File: config.mk
export PLATFORM = sky130hd
export DESIGN_NAME = replay_trace_cmp
export DESIGN_NICKNAME = d
export VERILOG_FILES = /design/src/rtl/rtc_pkg.sv /design/src/rtl/rtc_trace_buf.sv /design/src/rtl/rtc_event_cmp.sv /design/src/rtl/rtc_ctrl.sv /design/src/rtl/replay_trace_cmp.sv
export SDC_FILE = /design/constraint.sdc
export NUM_CORES = 2
export LEC_CHECK = 0
export BUFFER_PORTS_ARGS = -buffer_cell sky130_fd_sc_hd__buf_4
export CAP_MARGIN = 20
export CORE_UTILIZATION = 50
export CTS_CLUSTER_SIZE = 30
export DETAILED_ROUTE_END_ITERATION = 6
export PLACE_DENSITY = 0.69
export SYNTH_ARGS = -nofsm -noshare
export SYNTH_HDL_FRONTEND = slang
export SYNTH_SLANG_ARGS = --single-unit
export TNS_END_PERCENT = 1
File: constraint.sdc
create_clock -name clk -period 15 [get_ports clk]
set_clock_uncertainty 0.1 [all_clocks]
set_input_delay 0.75 -clock clk [delete_from_list [all_inputs] [get_ports clk]]
set_output_delay 0.75 -clock clk [all_outputs]
set_load 0.005 [all_outputs]
File: src/rtl/rtc_pkg.sv
// Shared encodings for the replay trace comparator.
// Assumes: kind, mode and status codes are visible at the top ports.
package rtc_pkg;
    typedef enum logic [1:0] {K_OTHER = 2'd0, K_BRANCH = 2'd1, K_LOAD = 2'd2, K_STORE = 2'd3} kind_e;
    typedef enum logic [1:0] {M_IDLE = 2'd0, M_CAPTURE = 2'd1, M_REPLAY = 2'd2, M_DONE = 2'd3} mode_e;
    typedef enum logic [2:0] {S_NONE = 3'd0, S_CAPTURED = 3'd1, S_OVERFLOW = 3'd2,
                              S_MATCH = 3'd3, S_DIVERGE = 3'd4} stat_e;
endpackage

File: src/rtl/rtc_trace_buf.sv
// Trace storage: entries are appended at a write pointer during capture
// and consumed in the same order through a read pointer during replay.
// Assumes: the controller never writes when full nor reads when empty.
module rtc_trace_buf #(
    parameter int DEPTH  = 16,
    parameter int ADDR_W = 64,
    parameter int DATA_W = 64
) (
    input  logic              clk,
    input  logic              rst_n,
    input  logic              clr_wr,
    input  logic              clr_rd,
    input  logic              wr_en,
    input  logic [1:0]        wr_kind,
    input  logic [ADDR_W-1:0] wr_addr,
    input  logic [DATA_W-1:0] wr_data,
    input  logic              rd_en,
    output logic              full,
    output logic              avail,
    output logic [1:0]        hd_kind,
    output logic [ADDR_W-1:0] hd_addr,
    output logic [DATA_W-1:0] hd_data
);
    localparam int PTR_W = $clog2(DEPTH + 1);
    localparam int SEL_W = (DEPTH > 1) ? $clog2(DEPTH) : 1;

    logic [1:0]        kind_mem [DEPTH];
    logic [ADDR_W-1:0] addr_mem [DEPTH];
    logic [DATA_W-1:0] data_mem [DEPTH];
    logic [PTR_W-1:0]  wr_ptr, rd_ptr;

    assign full  = (wr_ptr == PTR_W'(DEPTH));
    assign avail = (rd_ptr < wr_ptr);

    // Store an entry at the write pointer.
    always_ff @(posedge clk) begin
        if (wr_en) begin
            kind_mem[wr_ptr[SEL_W-1:0]] <= wr_kind;
            addr_mem[wr_ptr[SEL_W-1:0]] <= wr_addr;
            data_mem[wr_ptr[SEL_W-1:0]] <= wr_data;
        end
    end

    // Advance or clear the two pointers.
    always_ff @(posedge clk) begin
        if (!rst_n) begin
            wr_ptr <= '0;
            rd_ptr <= '0;
        end else begin
            if (clr_wr)     wr_ptr <= '0;
            else if (wr_en) wr_ptr <= wr_ptr + 1'b1;
            if (clr_rd)     rd_ptr <= '0;
            else if (rd_en) rd_ptr <= rd_ptr + 1'b1;
        end
    end

    // Present the oldest unconsumed entry, zero when none is left.
    always_comb begin
        hd_kind = '0;
        hd_addr = '0;
        hd_data = '0;
        if (avail) begin
            hd_kind = kind_mem[rd_ptr[SEL_W-1:0]];
            hd_addr = addr_mem[rd_ptr[SEL_W-1:0]];
            hd_data = data_mem[rd_ptr[SEL_W-1:0]];
        end
    end

    assert_no_overflow_R4: assert property (@(posedge clk) disable iff (!rst_n)
        wr_en |-> !full);
    assert_read_in_range_R10: assert property (@(posedge clk) disable iff (!rst_n)
        rd_en |-> avail);
    assert_rd_behind_wr_R8: assert property (@(posedge clk) disable iff (!rst_n)
        rd_ptr <= wr_ptr);
endmodule

File: src/rtl/rtc_event_cmp.sv
// Compares one replayed event with the next recorded entry.
// Assumes: branch entries keep only the taken bit in data bit 0.
module rtc_event_cmp #(
    parameter int ADDR_W = 64,
    parameter int DATA_W = 64
) (
    input  logic              avail,
    input  logic [1:0]        hd_kind,
    input  logic [ADDR_W-1:0] hd_addr,
    input  logic [DATA_W-1:0] hd_data,
    input  logic [1:0]        ev_kind,
    input  logic [ADDR_W-1:0] ev_addr,
    input  logic [DATA_W-1:0] ev_data,
    output logic              miss
);
    import rtc_pkg::*;

    // Kind and address always count; data counts for branch and store only.
    always_comb begin
        miss = !avail || (hd_kind != ev_kind) || (hd_addr != ev_addr);
        if (ev_kind == K_BRANCH && hd_data[0] != ev_data[0]) miss = 1'b1;
        if (ev_kind == K_STORE  && hd_data != ev_data)       miss = 1'b1;
    end
endmodule

File: src/rtl/rtc_ctrl.sv
// Window controller: holds the mode, counts retired instructions,
// decides window end, overflow and divergence, and steers the buffer.
// Assumes: at most one instruction retires per cycle.
module rtc_ctrl #(
    parameter int WINDOW_LEN = 100000,
    parameter int IDX_W      = 17
) (
    input  logic             clk,
    input  logic             rst_n,
    input  logic             cmd_capture,
    input  logic             cmd_replay,
    input  logic             ev_valid,
    input  logic [1:0]       ev_kind,
    input  logic             full,
    input  logic             avail,
    input  logic             miss,
    output logic [1:0]       mode,
    output logic [2:0]       status,
    output logic [IDX_W-1:0] div_index,
    output logic [1:0]       div_kind,
    output logic             wr_en,
    output logic             rd_en,
    output logic             clr_wr,
    output logic             clr_rd
);
    import rtc_pkg::*;

    mode_e            mode_q;
    stat_e            stat_q;
    logic [IDX_W-1:0] idx_q, cap_len_q;
    logic             rec, startable, cap_end, rp_end;

    assign mode   = mode_q;
    assign status = stat_q;

    // Decode the event and the end of window conditions.
    always_comb begin
        rec       = ev_valid && (ev_kind != K_OTHER);
        startable = (mode_q == M_IDLE) || (mode_q == M_DONE);
        cap_end   = (mode_q == M_CAPTURE) && (idx_q == IDX_W'(WINDOW_LEN));
        rp_end    = (mode_q == M_REPLAY) && (idx_q == cap_len_q);
        wr_en     = (mode_q == M_CAPTURE) && !cap_end && rec && !full;
        rd_en     = (mode_q == M_REPLAY) && !rp_end && rec && !miss;
        clr_wr    = startable && cmd_capture;
        clr_rd    = startable && (cmd_capture || cmd_replay);
    end

    // Mode, counter and result registers.
    always_ff @(posedge clk) begin
        if (!rst_n) begin
            mode_q    <= M_IDLE;
            stat_q    <= S_NONE;
            idx_q     <= '0;
            cap_len_q <= '0;
            div_index <= '0;
            div_kind  <= '0;
        end else begin
            case (mode_q)
                M_IDLE, M_DONE: begin
                    if (cmd_capture || cmd_replay) begin
                        mode_q    <= cmd_capture ? M_CAPTURE : M_REPLAY;
                        stat_q    <= S_NONE;
                        idx_q     <= '0;
                        div_index <= '0;
                        div_kind  <= '0;
                    end
                end
                M_CAPTURE: begin
                    if (cap_end) begin
                        mode_q    <= M_DONE;
                        stat_q    <= S_CAPTURED;
                        cap_len_q <= idx_q;
                    end else if (ev_valid) begin
                        if (rec && full) begin
                            mode_q    <= M_DONE;
                            stat_q    <= S_OVERFLOW;
                            cap_len_q <= idx_q;
                        end else begin
                            idx_q <= idx_q + 1'b1;
                        end
                    end
                end
                default: begin
                    if (rp_end) begin
                        mode_q <= M_DONE;
                        if (avail) begin
                            stat_q    <= S_DIVERGE;
                            div_index <= idx_q;
                        end else begin
                            stat_q <= S_MATCH;
                        end
                    end else if (ev_valid) begin
                        if (rec && miss) begin
                            mode_q    <= M_DONE;
                            stat_q    <= S_DIVERGE;
                            div_index <= idx_q;
                            div_kind  <= ev_kind;
                        end else begin
                            idx_q <= idx_q + 1'b1;
                        end
                    end
                end
            endcase
        end
    end

    assert_replay_within_window_R6: assert property (@(posedge clk) disable iff (!rst_n)
        (mode_q == M_REPLAY) |-> (idx_q <= cap_len_q));
    assert_capture_within_window_R3: assert property (@(posedge clk) disable iff (!rst_n)
        (mode_q == M_CAPTURE) |-> (idx_q <= IDX_W'(WINDOW_LEN)));
    assert_diverge_only_done_R7: assert property (@(posedge clk) disable iff (!rst_n)
        (stat_q == S_DIVERGE) |-> (mode_q == M_DONE));
    assert_result_held_R7: assert property (@(posedge clk) disable iff (!rst_n)
        (mode_q == M_DONE && $past(mode_q == M_DONE)) |-> ($stable(div_index) && $stable(div_kind)));
    assert_cmd_ignored_busy_R2: assert property (@(posedge clk) disable iff (!rst_n)
        (mode_q == M_REPLAY && !rp_end && !ev_valid) |=> (mode_q == M_REPLAY));
endmodule

File: src/rtl/replay_trace_cmp.sv
// Top level: ties trace buffer, event comparator and window controller
// together and offers recorded load values during replay.
// Assumes: ev_* is sampled only when ev_valid is high.
module replay_trace_cmp #(
    parameter int DEPTH      = 16,
    parameter int ADDR_W     = 64,
    parameter int DATA_W     = 64,
    parameter int WINDOW_LEN = 100000,
    parameter int IDX_W      = $clog2(WINDOW_LEN + 1)
) (
    input  logic              clk,
    input  logic              rst_n,
    input  logic              cmd_capture,
    input  logic              cmd_replay,
    input  logic              ev_valid,
    input  logic [1:0]        ev_kind,
    input  logic [ADDR_W-1:0] ev_addr,
    input  logic [DATA_W-1:0] ev_data,
    output logic              rp_ld_valid,
    output logic [DATA_W-1:0] rp_ld_data,
    output logic [1:0]        mode,
    output logic [2:0]        status,
    output logic [IDX_W-1:0]  div_index,
    output logic [1:0]        div_kind
);
    import rtc_pkg::*;

    logic              wr_en, rd_en, clr_wr, clr_rd, full, avail, miss;
    logic [1:0]        hd_kind;
    logic [ADDR_W-1:0] hd_addr;
    logic [DATA_W-1:0] hd_data, wr_data;

    // Branches keep only the taken bit.
    always_comb begin
        wr_data = (ev_kind == K_BRANCH) ? {{(DATA_W-1){1'b0}}, ev_data[0]} : ev_data;
    end

    rtc_trace_buf #(.DEPTH(DEPTH), .ADDR_W(ADDR_W), .DATA_W(DATA_W)) u_buf (
        .clk(clk), .rst_n(rst_n), .clr_wr(clr_wr), .clr_rd(clr_rd),
        .wr_en(wr_en), .wr_kind(ev_kind), .wr_addr(ev_addr), .wr_data(wr_data),
        .rd_en(rd_en), .full(full), .avail(avail),
        .hd_kind(hd_kind), .hd_addr(hd_addr), .hd_data(hd_data)
    );

    rtc_event_cmp #(.ADDR_W(ADDR_W), .DATA_W(DATA_W)) u_cmp (
        .avail(avail), .hd_kind(hd_kind), .hd_addr(hd_addr), .hd_data(hd_data),
        .ev_kind(ev_kind), .ev_addr(ev_addr), .ev_data(ev_data), .miss(miss)
    );

    rtc_ctrl #(.WINDOW_LEN(WINDOW_LEN), .IDX_W(IDX_W)) u_ctrl (
        .clk(clk), .rst_n(rst_n), .cmd_capture(cmd_capture), .cmd_replay(cmd_replay),
        .ev_valid(ev_valid), .ev_kind(ev_kind), .full(full), .avail(avail), .miss(miss),
        .mode(mode), .status(status), .div_index(div_index), .div_kind(div_kind),
        .wr_en(wr_en), .rd_en(rd_en), .clr_wr(clr_wr), .clr_rd(clr_rd)
    );

    // Offer the next recorded load value while replaying.
    always_comb begin
        rp_ld_valid = (mode == M_REPLAY) && avail && (hd_kind == K_LOAD);
        rp_ld_data  = rp_ld_valid ? hd_data : '0;
    end

    assert_ld_offer_only_replay_R5: assert property (@(posedge clk) disable iff (!rst_n)
        rp_ld_valid |-> (mode == M_REPLAY));
endmodule

==> flow_metrics.tcl <==
set metrics [dict create \
    hpwlAfterDp_um 151000 \
    die_h_um 419 \
    drc 5 \
    stdcell_area_um2 98300 \
    start_util_pct 50.5 \
    cp.arrival_ns 8.14 \
    drive_above_1_share_pct 23.2 \
    rows 152 \
    crit_top_cell "buf_4" \
    tns_ns 0 \
    power_density_nw_per_um2 128 \
    areaGrowthSynthToFinish_pct 12.8 \
    die_width_um 419 \
    relSlewSlack_pct 11.1 \
    grt_util_all_layers_pct 29.5 \
    cts_buffer_depth 3 \
    cts_hold_buf 0 \
    grt_pass1_vias 47500 \
    status "finished, violations left" \
    synth_area_um2 87100 \
    async_reset_ff_share_pct 0 \
    seq_area_frac_synth_pct 73.4 \
    cts_tree "built" \
    final_hold_viol_count 0 \
    synth_xor_area_share_pct 0.513 \
    crit_path_start_kind "flop" \
    synth-seq-cells 2152 \
    min_delay_path_depth 1 \
    grt_pass1_wl_um 361000 \
    dieArea_um2 176000 \
    drt-pass1-iter-count 7 \
    crit_fanout 68 \
    avgSynthCellArea_um2 19.0 \
    place_congestion 0.980 \
    dpl_cell_area_um2 91400 \
    syn-instance-count 4596 \
    post_synth_num_cell_types 90 \
    rr_endpoint "u_ctrl.div_index[12]" \
    vias 48800 \
    fin_crit_ns 7.45 \
    clock_tree.root_cell "clkbuf_16" \
    setup_viol 0 \
    muxShareOfSynthArea_pct 14.7 \
    ys.flop_type "edfxtp_1" \
    wl_per_cell_um 35.1 \
    port_buffers 223 \
    synth_fa_ha_area_share_pct 0.201 \
    ir_worst_vdd_uv 129 \
    violations "design-rule violations" \
    rr_worst_depth 14 \
    ys_warn_count 0 \
    setup_ws_ns 7.55 \
    p_leak_nw 30.6 \
    crit_chain "buf_4 -> buf_12 -> buf_4 -> mux4_2 -> a221oi_1 -> o311a_1 -> nand4_1 -> nor3_1 -> a31oi_1 -> nor4b_1 -> a21oi_2 -> o21ai_2 -> o21ba_1 -> a22o_1" \
    worst_pin_slew_ns 1.33 \
    drt_wl_total_um 259000 \
    clock_sinks 2152 \
    final_core_util_pct 57.0 \
    htreeDepth 4 \
    post_cts_buffers 0 \
    setup.worst_path.end_class "flop" \
    grt_antenna_before_repair 43 \
    synth_top_family_by_area "multiplexers" \
    post-place-ws_ns 7.72 \
    slowest_delay_ns 1.08 \
    synth_enable_flop_cells 2080 \
    crit_required_ns 15.69 \
    slew_viol_final 0 \
    numCtsBuffers 208 \
    routed_via_density 6.62 \
    first_iter_violations 7085 \
    r2r_slack_ns 7.55 \
    min_to "u_buf.addr_mem[3][3]" \
    coreArea_um2 172000 \
    cpMaxStageDelayCell "nor4b_1" \
    hold_path_class "input pin to flop" \
    critical_path.top_delay_family "compound AO/OA/AOI/OAI gates" \
    rsz0062_at_grt "no" \
    io_pins 224 \
    ant_nets 0 \
    post_cts_resized 0 \
    clock_latency_ns 0.87 \
    n_fill_cell 12700 \
    syn_nets 4745 \
    fmax_mhz 134 \
    grt_overflow 0 \
    num-nets-final 5030 \
    fin_crit_sh_pct 49.7 \
    synth_compound_area_share_pct 4.88 \
    cap_violations 0 \
    clk_pin_slew_ns 0.06 \
    worstSetupPathType "flop to flop" \
    yosys.area_share.simple_pct 4.38 \
    grt_max_degree 112 \
    path_buf_inv 3 \
    hold_path_startpoint "ev_addr[3]" \
]
## cells by family (layout without fill, tap and decap cells)
group / Yosys count / count (layout)
muxes: 747 / 747
adders and majority gates: 14 / 14
buffers and inverters: 303 / 755
and+or+nand+nor: 740 / 740
xor gates and xnor gates: 51 / 51
other: 0 / 20
AOI/OAI and AO/OA: 589 / 589
DFF: 2152 / 2152
## stage by stage
step	total power (W)	cells	hold slack, ns
floorplan	0.00717	4596	0.348
global placement	0.00743	6977	0.353
detailed placement	0.00745	6981	0.361
CTS	0.0126	7358	0.0645
global route	0.0129	7373	0.101
finish	0.0126	7378	0.111
## where the power goes
part	internal (W)	total, W	leakage (nW)	switching [W]
combinational	0.000195	0.000662	7.93	0.000467
clock	0.00300	0.00527	3.32	0.00227
sequential	0.00666	0.00668	19.4	0.0000204
total	0.00985	0.0126	30.6	0.00276
## cell usage after synthesis (all sizes together) (24+ instances only)
cell type | instances | area share (%)
edfxtp | 2080 | 72
inv | 37 | 0.16
nor2 | 157 | 0.68
nor2b | 31 | 0.22
xnor2 | 28 | 0.28
mux4 | 423 | 11
o22ai | 46 | 0.33
nand3 | 42 | 0.24
dfxtp | 72 | 1.7
a21oi | 91 | 0.53
a22o | 46 | 0.46
nand2 | 181 | 0.78
a211oi | 30 | 0.26
nor4 | 37 | 0.30
a22oi | 96 | 0.83
a221oi | 35 | 0.35
mux2i | 275 | 3.2
o21ai | 74 | 0.44
nand4 | 24 | 0.17
and2 | 76 | 0.55
buf | 176 | 1.4
nor3 | 54 | 0.32
clkbuf | 90 | 0.39
and3 | 36 | 0.26
mux2 | 49 | 0.63
## how the worst max path moves through the flow
| stage | startpoint | to | slack (ns) | depth (start not counted) |
|---|---|---|---|---|
| 2_1_floorplan | u_ctrl.idx_q[0] | u_buf.addr_mem[3][0] | 3.82 | 8 |
| 3_3_place_gp | flop | u_ctrl.idx_q[9] | 7.86 | 14 |
| 3_5_place_dp | flop | u_ctrl.div_index[4] | 7.72 | 14 |
| 4_1_cts | flop | u_ctrl.div_index[5] | 7.71 | 14 |
| 5_1_grt | flop | u_ctrl.div_index[12] | 7.44 | 14 |
| 6_report | flop | u_ctrl.div_index[12] | 7.55 | 14 |
## placed cells by master (no fill, tap or decap), types with 68 or more instances in the layout
master	count
a21oi_1	90
buf_4	328
mux2i_1	275
mux4_2	423
dfxtp_1	68
and2_1	76
nand2_1	179
edfxtp_1	2080
nor2_1	141
a22oi_1	96
clkbuf_16	210
## layout make-up
class                   count  area, um2  share of cell area (%)
flip-flops and latches   2152      63900                    65.0
multi-input cells        2141      21700                    22.1
clock buffers             248       5430                    5.52
well taps                2310       2890                    2.94
repair buffers            341       2690                    2.74
clock inverters           129       1420                    1.45
inverters                  37        144                   0.146
diodes                     20       50.0                  0.0509
## metal layers
metal  share of wire [%]  vias up  GRT usage, %
met5               0.044        -             0
met4                 6.2       18          17.1
met3                 9.6      640          6.38
met2                  47     2958          46.0
met1                  37    25600          38.3
li1                    -    19600             -
## registers in the layout, indices dropped and copies added, names as in the netlist, named ones only
| signal | flops |
|---|---|
| u_buf.rd_ptr | 5 |
| u_buf.data_mem | 1024 |
| u_ctrl.cap_len_q | 17 |
| u_buf.addr_mem | 1024 |
| u_ctrl.div_kind | 2 |
| u_buf.wr_ptr | 5 |
| u_buf.kind_mem | 32 |
| u_ctrl.status | 3 |
| u_ctrl.idx_q | 17 |
| u_ctrl.mode | 2 |
| u_ctrl.div_index | 17 |
(Power assumes the default switching activity.)
